## src/rtl/bcd_pkg.sv

```systemverilog
package bcd_pkg;
  localparam int unsigned DIGIT_W = 4;
  localparam logic [DIGIT_W-1:0] DIGIT_MAX = 4'd9;
  typedef logic [DIGIT_W-1:0] bcd_digit_t;
endpackage

```

## src/rtl/bcd_digit_add.sv

```systemverilog
module bcd_digit_add
  import bcd_pkg::*;
(
  input  bcd_digit_t a_i,
  input  bcd_digit_t b_i,
  input  logic       ci_i,
  output bcd_digit_t s_o,
  output logic       co_o
);
  logic [DIGIT_W:0] raw;

  always_comb begin
    raw = {1'b0, a_i} + {1'b0, b_i} + {{DIGIT_W{1'b0}}, ci_i};
    if (raw > {1'b0, DIGIT_MAX}) begin
      s_o  = DIGIT_W'(raw - (DIGIT_W+1)'(10));
      co_o = 1'b1;
    end else begin
      s_o  = raw[DIGIT_W-1:0];
      co_o = 1'b0;
    end
  end

  // legal digits in give a legal digit out
  always_comb begin
    if (a_i <= DIGIT_MAX && b_i <= DIGIT_MAX)
      a_r5_digit_bcd: assert (s_o <= DIGIT_MAX);
  end
endmodule

```

## src/rtl/bcd_nines.sv

```systemverilog
module bcd_nines
  import bcd_pkg::*;
#(
  parameter int unsigned NDIG = 3,
  localparam int unsigned MAG_W = NDIG * DIGIT_W
) (
  input  logic             en_i,
  input  logic [MAG_W-1:0] mag_i,
  output logic [MAG_W-1:0] mag_o
);
  for (genvar k = 0; k < NDIG; k++) begin : g_dig
    bcd_digit_t d;
    assign d = mag_i[k*DIGIT_W +: DIGIT_W];
    assign mag_o[k*DIGIT_W +: DIGIT_W] = en_i ? DIGIT_W'(DIGIT_MAX - d) : d;
  end
endmodule

```

## src/rtl/bcd_ripple.sv

```systemverilog
module bcd_ripple
  import bcd_pkg::*;
#(
  parameter int unsigned NDIG = 3,
  localparam int unsigned MAG_W = NDIG * DIGIT_W
) (
  input  logic [MAG_W-1:0] a_i,
  input  logic [MAG_W-1:0] b_i,
  input  logic             ci_i,
  output logic [MAG_W-1:0] s_o,
  output logic             co_o
);
  logic [NDIG:0] carry;
  assign carry[0] = ci_i;

  for (genvar k = 0; k < NDIG; k++) begin : g_dig
    bcd_digit_add u_add (
      .a_i  (a_i[k*DIGIT_W +: DIGIT_W]),
      .b_i  (b_i[k*DIGIT_W +: DIGIT_W]),
      .ci_i (carry[k]),
      .s_o  (s_o[k*DIGIT_W +: DIGIT_W]),
      .co_o (carry[k+1])
    );
  end

  assign co_o = carry[NDIG];
endmodule

```

## src/rtl/bcd_acc_alu.sv

```systemverilog
module bcd_acc_alu
  import bcd_pkg::*;
#(
  parameter int unsigned NDIG = 3,
  localparam int unsigned MAG_W = NDIG * DIGIT_W
) (
  input  logic             a_sign_i,
  input  logic [MAG_W-1:0] a_mag_i,
  input  logic             b_sign_i,
  input  logic [MAG_W-1:0] b_mag_i,
  input  logic             sub_i,
  output logic             res_sign_o,
  output logic [MAG_W-1:0] res_mag_o,
  output logic             ovf_o
);
  logic             neg_a, neg_b;
  logic [MAG_W-1:0] a_cpl, b_cpl, sum1, sum2, sum_cpl, mag;
  logic             co1, co2, co_back, sum_sign;
  logic             live_a, live_b;

  assign neg_a = a_sign_i;
  assign neg_b = b_sign_i ^ sub_i;

  bcd_nines #(.NDIG(NDIG)) u_cpl_a (.en_i(neg_a), .mag_i(a_mag_i), .mag_o(a_cpl));
  bcd_nines #(.NDIG(NDIG)) u_cpl_b (.en_i(neg_b), .mag_i(b_mag_i), .mag_o(b_cpl));

  // correction one for operand a rides the carry-in
  bcd_ripple #(.NDIG(NDIG)) u_sum (
    .a_i(a_cpl), .b_i(b_cpl), .ci_i(neg_a), .s_o(sum1), .co_o(co1)
  );
  // correction one for operand b in a separate pass (keeps digit sum below 20)
  bcd_ripple #(.NDIG(NDIG)) u_fix (
    .a_i(sum1), .b_i('0), .ci_i(neg_b), .s_o(sum2), .co_o(co2)
  );

  // sign digit is one bit wide: sums modulo two
  assign sum_sign = neg_a ^ neg_b ^ co1 ^ co2;

  bcd_nines #(.NDIG(NDIG)) u_cpl_r (.en_i(sum_sign), .mag_i(sum2), .mag_o(sum_cpl));
  bcd_ripple #(.NDIG(NDIG)) u_back (
    .a_i(sum_cpl), .b_i('0), .ci_i(sum_sign), .s_o(mag), .co_o(co_back)
  );

  assign res_mag_o  = mag;
  assign res_sign_o = sum_sign & (|mag);

  // negative zero counts as non-negative for overflow
  assign live_a = neg_a & (|a_mag_i);
  assign live_b = neg_b & (|b_mag_i);
  assign ovf_o  = (~live_a & ~live_b & sum_sign)
                | ( live_a &  live_b & (~sum_sign | co_back));

  function automatic logic all_bcd(input logic [MAG_W-1:0] v);
    logic ok;
    ok = 1'b1;
    for (int k = 0; k < int'(NDIG); k++)
      if (v[k*DIGIT_W +: DIGIT_W] > DIGIT_MAX) ok = 1'b0;
    return ok;
  endfunction

  logic in_ok;
  assign in_ok = all_bcd(a_mag_i) && all_bcd(b_mag_i);

  always_comb begin
    if (in_ok) begin
      a_r4_no_neg_zero:  assert (!res_sign_o || (|res_mag_o));
      a_r8_mixed_no_ovf: assert ((live_a == live_b) || !ovf_o);
      a_r1_pos_sign:     assert (live_a || live_b || ovf_o || !res_sign_o);
      a_r3_neg_sign:     assert (!(live_a && live_b) || ovf_o || res_sign_o);
      a_r5_result_bcd:   assert (all_bcd(res_mag_o));
    end
  end
endmodule

```

## config.mk

```make
export PLATFORM = sky130hd
export DESIGN_NAME = bcd_acc_alu
export DESIGN_NICKNAME = d
export VERILOG_FILES = /design/src/rtl/bcd_pkg.sv /design/src/rtl/bcd_digit_add.sv /design/src/rtl/bcd_nines.sv /design/src/rtl/bcd_ripple.sv /design/src/rtl/bcd_acc_alu.sv
export SDC_FILE = /design/constraint.sdc
export NUM_CORES = 1
export LEC_CHECK = 0
export ABC_AREA = 1
export BUFFER_PORTS_ARGS = -buffer_cell sky130_fd_sc_hd__buf_2
export CELL_PAD_IN_SITES_DETAIL_PLACEMENT = 1
export CELL_PAD_IN_SITES_GLOBAL_PLACEMENT = 1
export CORE_ASPECT_RATIO = 1.5
export CORE_MARGIN = 2
export CORE_UTILIZATION = 42
export DETAILED_ROUTE_END_ITERATION = 7
export MAX_ROUTING_LAYER = met4
export PLACE_DENSITY = 0.84
export SYNTH_ARGS = -nofsm -noshare
export SYNTH_HDL_FRONTEND = slang
export SYNTH_SLANG_ARGS = --single-unit
export TNS_END_PERCENT = 100
```

## constraint.sdc

```tcl
create_clock -name vclk -period 15
set_input_delay 0.75 -clock vclk [all_inputs]
set_output_delay 0.75 -clock vclk [all_outputs]
set_load 0.03 [all_outputs]
```

## Word level (Yosys, flattened, before mapping)

Index checks and enable logic that the tools add are counted.

- Bits in registers: 0
- Input port bits: 27
- Output and inout bits: 14
- Logic and storage cells: 85

- Add/subtract/negate cells: 30
- $lt $le $gt $ge: 9
- Mux-type cells: 27
- Bitwise operators: 16
- Reductions and logical operators: 3

Operators with widths:

| cell | count |
|---|---|
| 4-bit 2-to-1 mux | 18 |
| 5-bit by 4-bit > comparator with 1-bit output (second input constant) | 9 |
| 12-bit OR reduction | 3 |
| 4-bit subtractor (first input constant) | 9 |
| 4-bit subtractor (second input constant) | 9 |
| 4-bit by 1-bit adder with 5-bit output | 6 |
| 4-bit by 4-bit adder with 5-bit output | 3 |
| 5-bit by 1-bit adder with 5-bit output | 3 |
| 1-bit 2-to-1 mux | 9 |
| 1-bit AND | 7 |
| 1-bit bitwise XOR | 4 |
| 1-bit inverter | 3 |
| 1-bit OR | 2 |

## Logic depth before layout (Yosys ltp)

- Word-level depth: 29
- Mapped depth: 92

## Hierarchy

A second synthesis with hierarchy kept.

- Cell total of the unflattened synthesis: 593
- Area total of the unflattened synthesis: 3611.0 sq um

By module, submodules not included:

| module | times used | cells each | area an instance (sq um) | sequential area each (sq um) |
|---|---|---|---|---|
| bcd_digit_add at u_fix.g_dig[0].u_add ... | 6 | 47 | 300.3 | 0.0 |
| bcd_digit_add at u_back.g_dig[0].u_add ... | 3 | 45 | 299.0 | 0.0 |
| bcd_nines | 3 | 40 | 217.7 | 0.0 |
| bcd_acc_alu | 1 | 56 | 259.0 | 0.0 |

## Worst setup path before layout

OpenSTA, ideal clock, no wires.

- Path type: input-to-output
- From: input port b_sign_i
- To: output port res_sign_o
- Data arrival time: 10.810 ns
- Required time: 14.250 ns
- Setup slack: 3.440 ns
- Stages: 79
- Path buffers: 1
- Path through: inv_1 nand2_1 nand2_1 buf_1 o21ai_0 ha_1 xor2_1 nor2_1 inv_1 nand3_2 nand2_2 inv_1 fa_1 inv_1 fa_1 inv_1 ha_1 nand2_1 [43 not listed] nand2_1 nand3_4 nand2_4 ha_1 ha_1 nand3b_1 nand2_1 inv_1 ha_1 nor2_1 nor2_1 nor2_1 nor2_1 nand2_1 nor2_1 nand3_1 nand2_1 inv_1

- Cells in the longest elaborated chain, start to end: 28

Ends and longest elaborated chain:

| what | RTL line | RTL |
|---|---|---|
| start, declared | bcd_acc_alu.sv:9 | `input logic b_sign_i,` |
| 1-bit bitwise XOR (*) | bcd_acc_alu.sv:22 | `assign neg_b = b_sign_i ^ sub_i;` |
| 4-bit 2-to-1 mux | bcd_nines.sv:14 | `assign mag_o[k*DIGIT_W +: DIGIT_W] = en_i ? DIGIT_W'(DIGIT_MAX - d) : d;` |
| 4-bit by 4-bit adder with 5-bit output | bcd_digit_add.sv:13 | `raw = {1'b0, a_i} + {1'b0, b_i} + {{DIGIT_W{1'b0}}, ci_i};` |
| 5-bit by 1-bit adder with 5-bit output | bcd_digit_add.sv:13 |  |
| 5-bit by 4-bit > comparator with 1-bit output / 4-bit subtractor (equally long branches) | bcd_digit_add.sv:14, bcd_digit_add.sv:15 |  |
| 1-bit 2-to-1 mux / 4-bit 2-to-1 mux (equally long branches) | bcd_digit_add.sv:14 | `if (raw > {1'b0, DIGIT_MAX}) begin` |
| 5-bit by 1-bit adder with 5-bit output / 4-bit by 1-bit adder with 5-bit output (equally long branches) | bcd_digit_add.sv:13 |  |
| 5-bit by 4-bit > comparator with 1-bit output / 4-bit subtractor (equally long branches) | bcd_digit_add.sv:14, bcd_digit_add.sv:15 |  |
| [13 not listed] | -- |  |
| 5-bit by 4-bit > comparator with 1-bit output | bcd_digit_add.sv:14 |  |
| 1-bit 2-to-1 mux | bcd_digit_add.sv:14 |  |
| 4-bit by 1-bit adder with 5-bit output (*) | bcd_digit_add.sv:13 |  |
| 4-bit subtractor / 5-bit by 4-bit > comparator with 1-bit output (equally long branches) | bcd_digit_add.sv:15, bcd_digit_add.sv:14 |  |
| 4-bit 2-to-1 mux (*) | bcd_digit_add.sv:14 |  |
| named net res_mag_o[11] | bcd_acc_alu.sv:13 | `output logic [MAG_W-1:0] res_mag_o,` |
| 12-bit OR reduction (*) | bcd_acc_alu.sv:45 | `assign res_sign_o = sum_sign & (\|mag);` |
| 1-bit AND (*) | bcd_acc_alu.sv:45 |  |
| end, declared | bcd_acc_alu.sv:12 | `output logic res_sign_o,` |

The timed path passes the listed nets; every way through them passes the cells marked *.

## Final worst setup path

- From: input port sub_i
- To: output port res_sign_o

- Cells in the longest elaborated chain, start to end: 28

Ends and longest elaborated chain:

| what | RTL line | RTL |
|---|---|---|
| start, declared | bcd_acc_alu.sv:11 | `input logic sub_i,` |
| 1-bit bitwise XOR (*) | bcd_acc_alu.sv:22 |  |
| 4-bit 2-to-1 mux | bcd_nines.sv:14 |  |
| 4-bit by 4-bit adder with 5-bit output | bcd_digit_add.sv:13 |  |
| 5-bit by 1-bit adder with 5-bit output | bcd_digit_add.sv:13 |  |
| 5-bit by 4-bit > comparator with 1-bit output / 4-bit subtractor (equally long branches) | bcd_digit_add.sv:14, bcd_digit_add.sv:15 |  |
| 1-bit 2-to-1 mux / 4-bit 2-to-1 mux (equally long branches) | bcd_digit_add.sv:14 |  |
| 5-bit by 1-bit adder with 5-bit output / 4-bit by 1-bit adder with 5-bit output (equally long branches) | bcd_digit_add.sv:13 |  |
| 5-bit by 4-bit > comparator with 1-bit output / 4-bit subtractor (equally long branches) | bcd_digit_add.sv:14, bcd_digit_add.sv:15 |  |
| [12 not listed] | -- |  |
| 4-bit by 1-bit adder with 5-bit output | bcd_digit_add.sv:13 |  |
| 5-bit by 4-bit > comparator with 1-bit output | bcd_digit_add.sv:14 |  |
| 1-bit 2-to-1 mux | bcd_digit_add.sv:14 |  |
| 4-bit by 1-bit adder with 5-bit output | bcd_digit_add.sv:13 |  |
| 4-bit subtractor / 5-bit by 4-bit > comparator with 1-bit output (equally long branches) | bcd_digit_add.sv:15, bcd_digit_add.sv:14 |  |
| 4-bit 2-to-1 mux | bcd_digit_add.sv:14 |  |
| 12-bit OR reduction | bcd_acc_alu.sv:45 |  |
| 1-bit AND (*) | bcd_acc_alu.sv:45 |  |

Every way passes the cells marked *; elsewhere a longest branch is shown, timed or not.

==> results.json <==
{
  "cpPeakStageDelay_ps": 560,
  "outcome": "finished, final reports clean",
  "fin_crit_sh": 0.827,
  "diodes": 0,
  "fin_area_sq_mm": 0.00309,
  "setup_violations": 0,
  "io_buffers": 41,
  "syn_area_sq_mm": 0.00280,
  "slew_headroom": 0.687,
  "hpwl_microns": 6710,
  "postCtsSetupRepairBufs": 0,
  "yosys_warnings": 0,
  "wl_per_cell_microns": 11.7,
  "startpoint_type": "input port",
  "syn2layout_area_growth_pct": 10.5,
  "via_count": 3056,
  "first_iter_violations": 43,
  "placed_cells": 604,
  "syn_inst": 489,
  "multi_input_area_sq_mm": 0.00240,
  "yosys.area.top_type": "ha_1",
  "netlist.area_leader.share": 0.183,
  "hold_viol": 0,
  "core-area_sq_mm": 0.00649,
  "hold_class": "in -> out",
  "arrival_ps": 11650,
  "drive_above_1_share": 0.189,
  "fin_cells": 604,
  "min_period_ps": 12400,
  "die_h_microns": 104,
  "flops_and_latches": 0,
  "nFillCells": 987,
  "ant_nets": 0,
  "drcViolationCount": 0,
  "avgSynthCellArea_sq_um": 5.73,
  "synth_nets": 562,
  "maxSlewViolCount": 0,
  "slowest_stage": "fa_1",
  "grt_remaining_overflow": 0,
  "seq_area_frac_synth": 0,
  "cpMostUsedCell": "nand2_1",
  "grt_pass1_wl_microns": 13200,
  "rsz0062_at_grt": "false",
  "boundaryPins": 41,
  "regArea_sq_um": 0,
  "cp-end-kind": "primary output",
  "max_freq_ghz": 0.0806,
  "synth_area_leaders": "ha_1 (18%), nand2_1 (18%), inv_1 (13%)",
  "ys_types": 32,
  "rows": 36,
  "vias_per_cell": 5.06,
  "dieArea_sq_mm": 0.00735,
  "cts_resized": 0,
  "routed_wl_microns": 7090,
  "worstPathRequired_ps": 14250,
  "antenna_found_initial": 0,
  "holdBufCountCts": 0,
  "start_util": 0.432,
  "dr.pass1.iters": 4,
  "grt_pass1_vias": 3259,
  "path_class": "in -> out",
  "path_max_fanout": 14,
  "gp_congestion": 0.824,
  "final_util": 0.477,
  "setup_tns_ps": 0,
  "worstHoldStart": "b_mag_i[10]",
  "die_w_microns": 70.7,
  "placed_area_sq_mm": 0.00309,
  "worst_slew_pin_slew_ps": 464,
  "num-nets-final": 603,
  "clkbuf_count": 0,
  "grt_max_degree": 15,
  "startpoint": "sub_i",
  "maxCapViolCount": 0,
  "grt_usage": 0.212
}
[stage by stage]
step                      hold WS, ps  worst slack, ps
after floorplan                  1780             3440
after global placement           2040             2940
after detailed placement         2060             2480
after CTS                        2060             2450
after global routing             2110             1470
final                            2050             2600
[placed cells by master (no fill, tap or decap), types with 8 or more instances in the layout]
master and n:
a21oi_1 9, buf_2 41, ha_1 41, inv_1 100
nand2_1 134, nand2_2 27, nand2_4 13, nand3_1 66
nor2_1 26, o21ai_0 8, xor2_1 14
[synthesized netlist by cell type, types with 6 or more instances]
library cell  number
nor2_1            26
o21ai_0            8
a21oi_1            9
nand3_1           66
nand2_4           13
xor2_1            14
ha_1              41
nand2_1          134
inv_1            100
nand2_2           27
xnor2_1            6
[kinds of logic (layout without fill, tap and decap cells)]
logic type	after synthesis	count (layout)	share of synthesized area
buffers and inverters	107	146	0.143
AND/OR/NAND/NOR	284	284	0.498
AO/OA/AOI/OAI	32	32	0.0769
XOR/XNOR	20	20	0.0626
adder cells (fa/ha/maj)	46	46	0.219
[metal layers]
metal	global-route usage	vias up	routed length, microns
met5	-	-	0
met4	0.0337	0	134
met3	0.00194	12	118
met2	0.454	45	4270
met1	0.206	1391	2560
li1	-	1608	-
[worst max-delay path, delay by kind of cell]
family	cells	cell delay (ps)
adders and majority gates	17	4720
and+or+nand+nor	42	4240
buffers and inverters	19	1370
AOI/OAI and AO/OA	2	300
xor gates and xnor gates	1	230
[layout make-up]
class                           count  share of cell area
Timing Repair Buffer               41              0.0663
Inverter                          105               0.127
Tap cell                           76              0.0307
Multi-Input combinational cell    382               0.775
[final timing paths]
| kind | slack [ps] | to | cells past startpoint |
|---|---|---|---|
| max | 2600 | res_sign_o | 81 |
| min | 2050 | ovf_o | 5 |
Power is not shown: default switching activity piles up to over one toggle a cycle in this logic, so the estimate is an artifact.
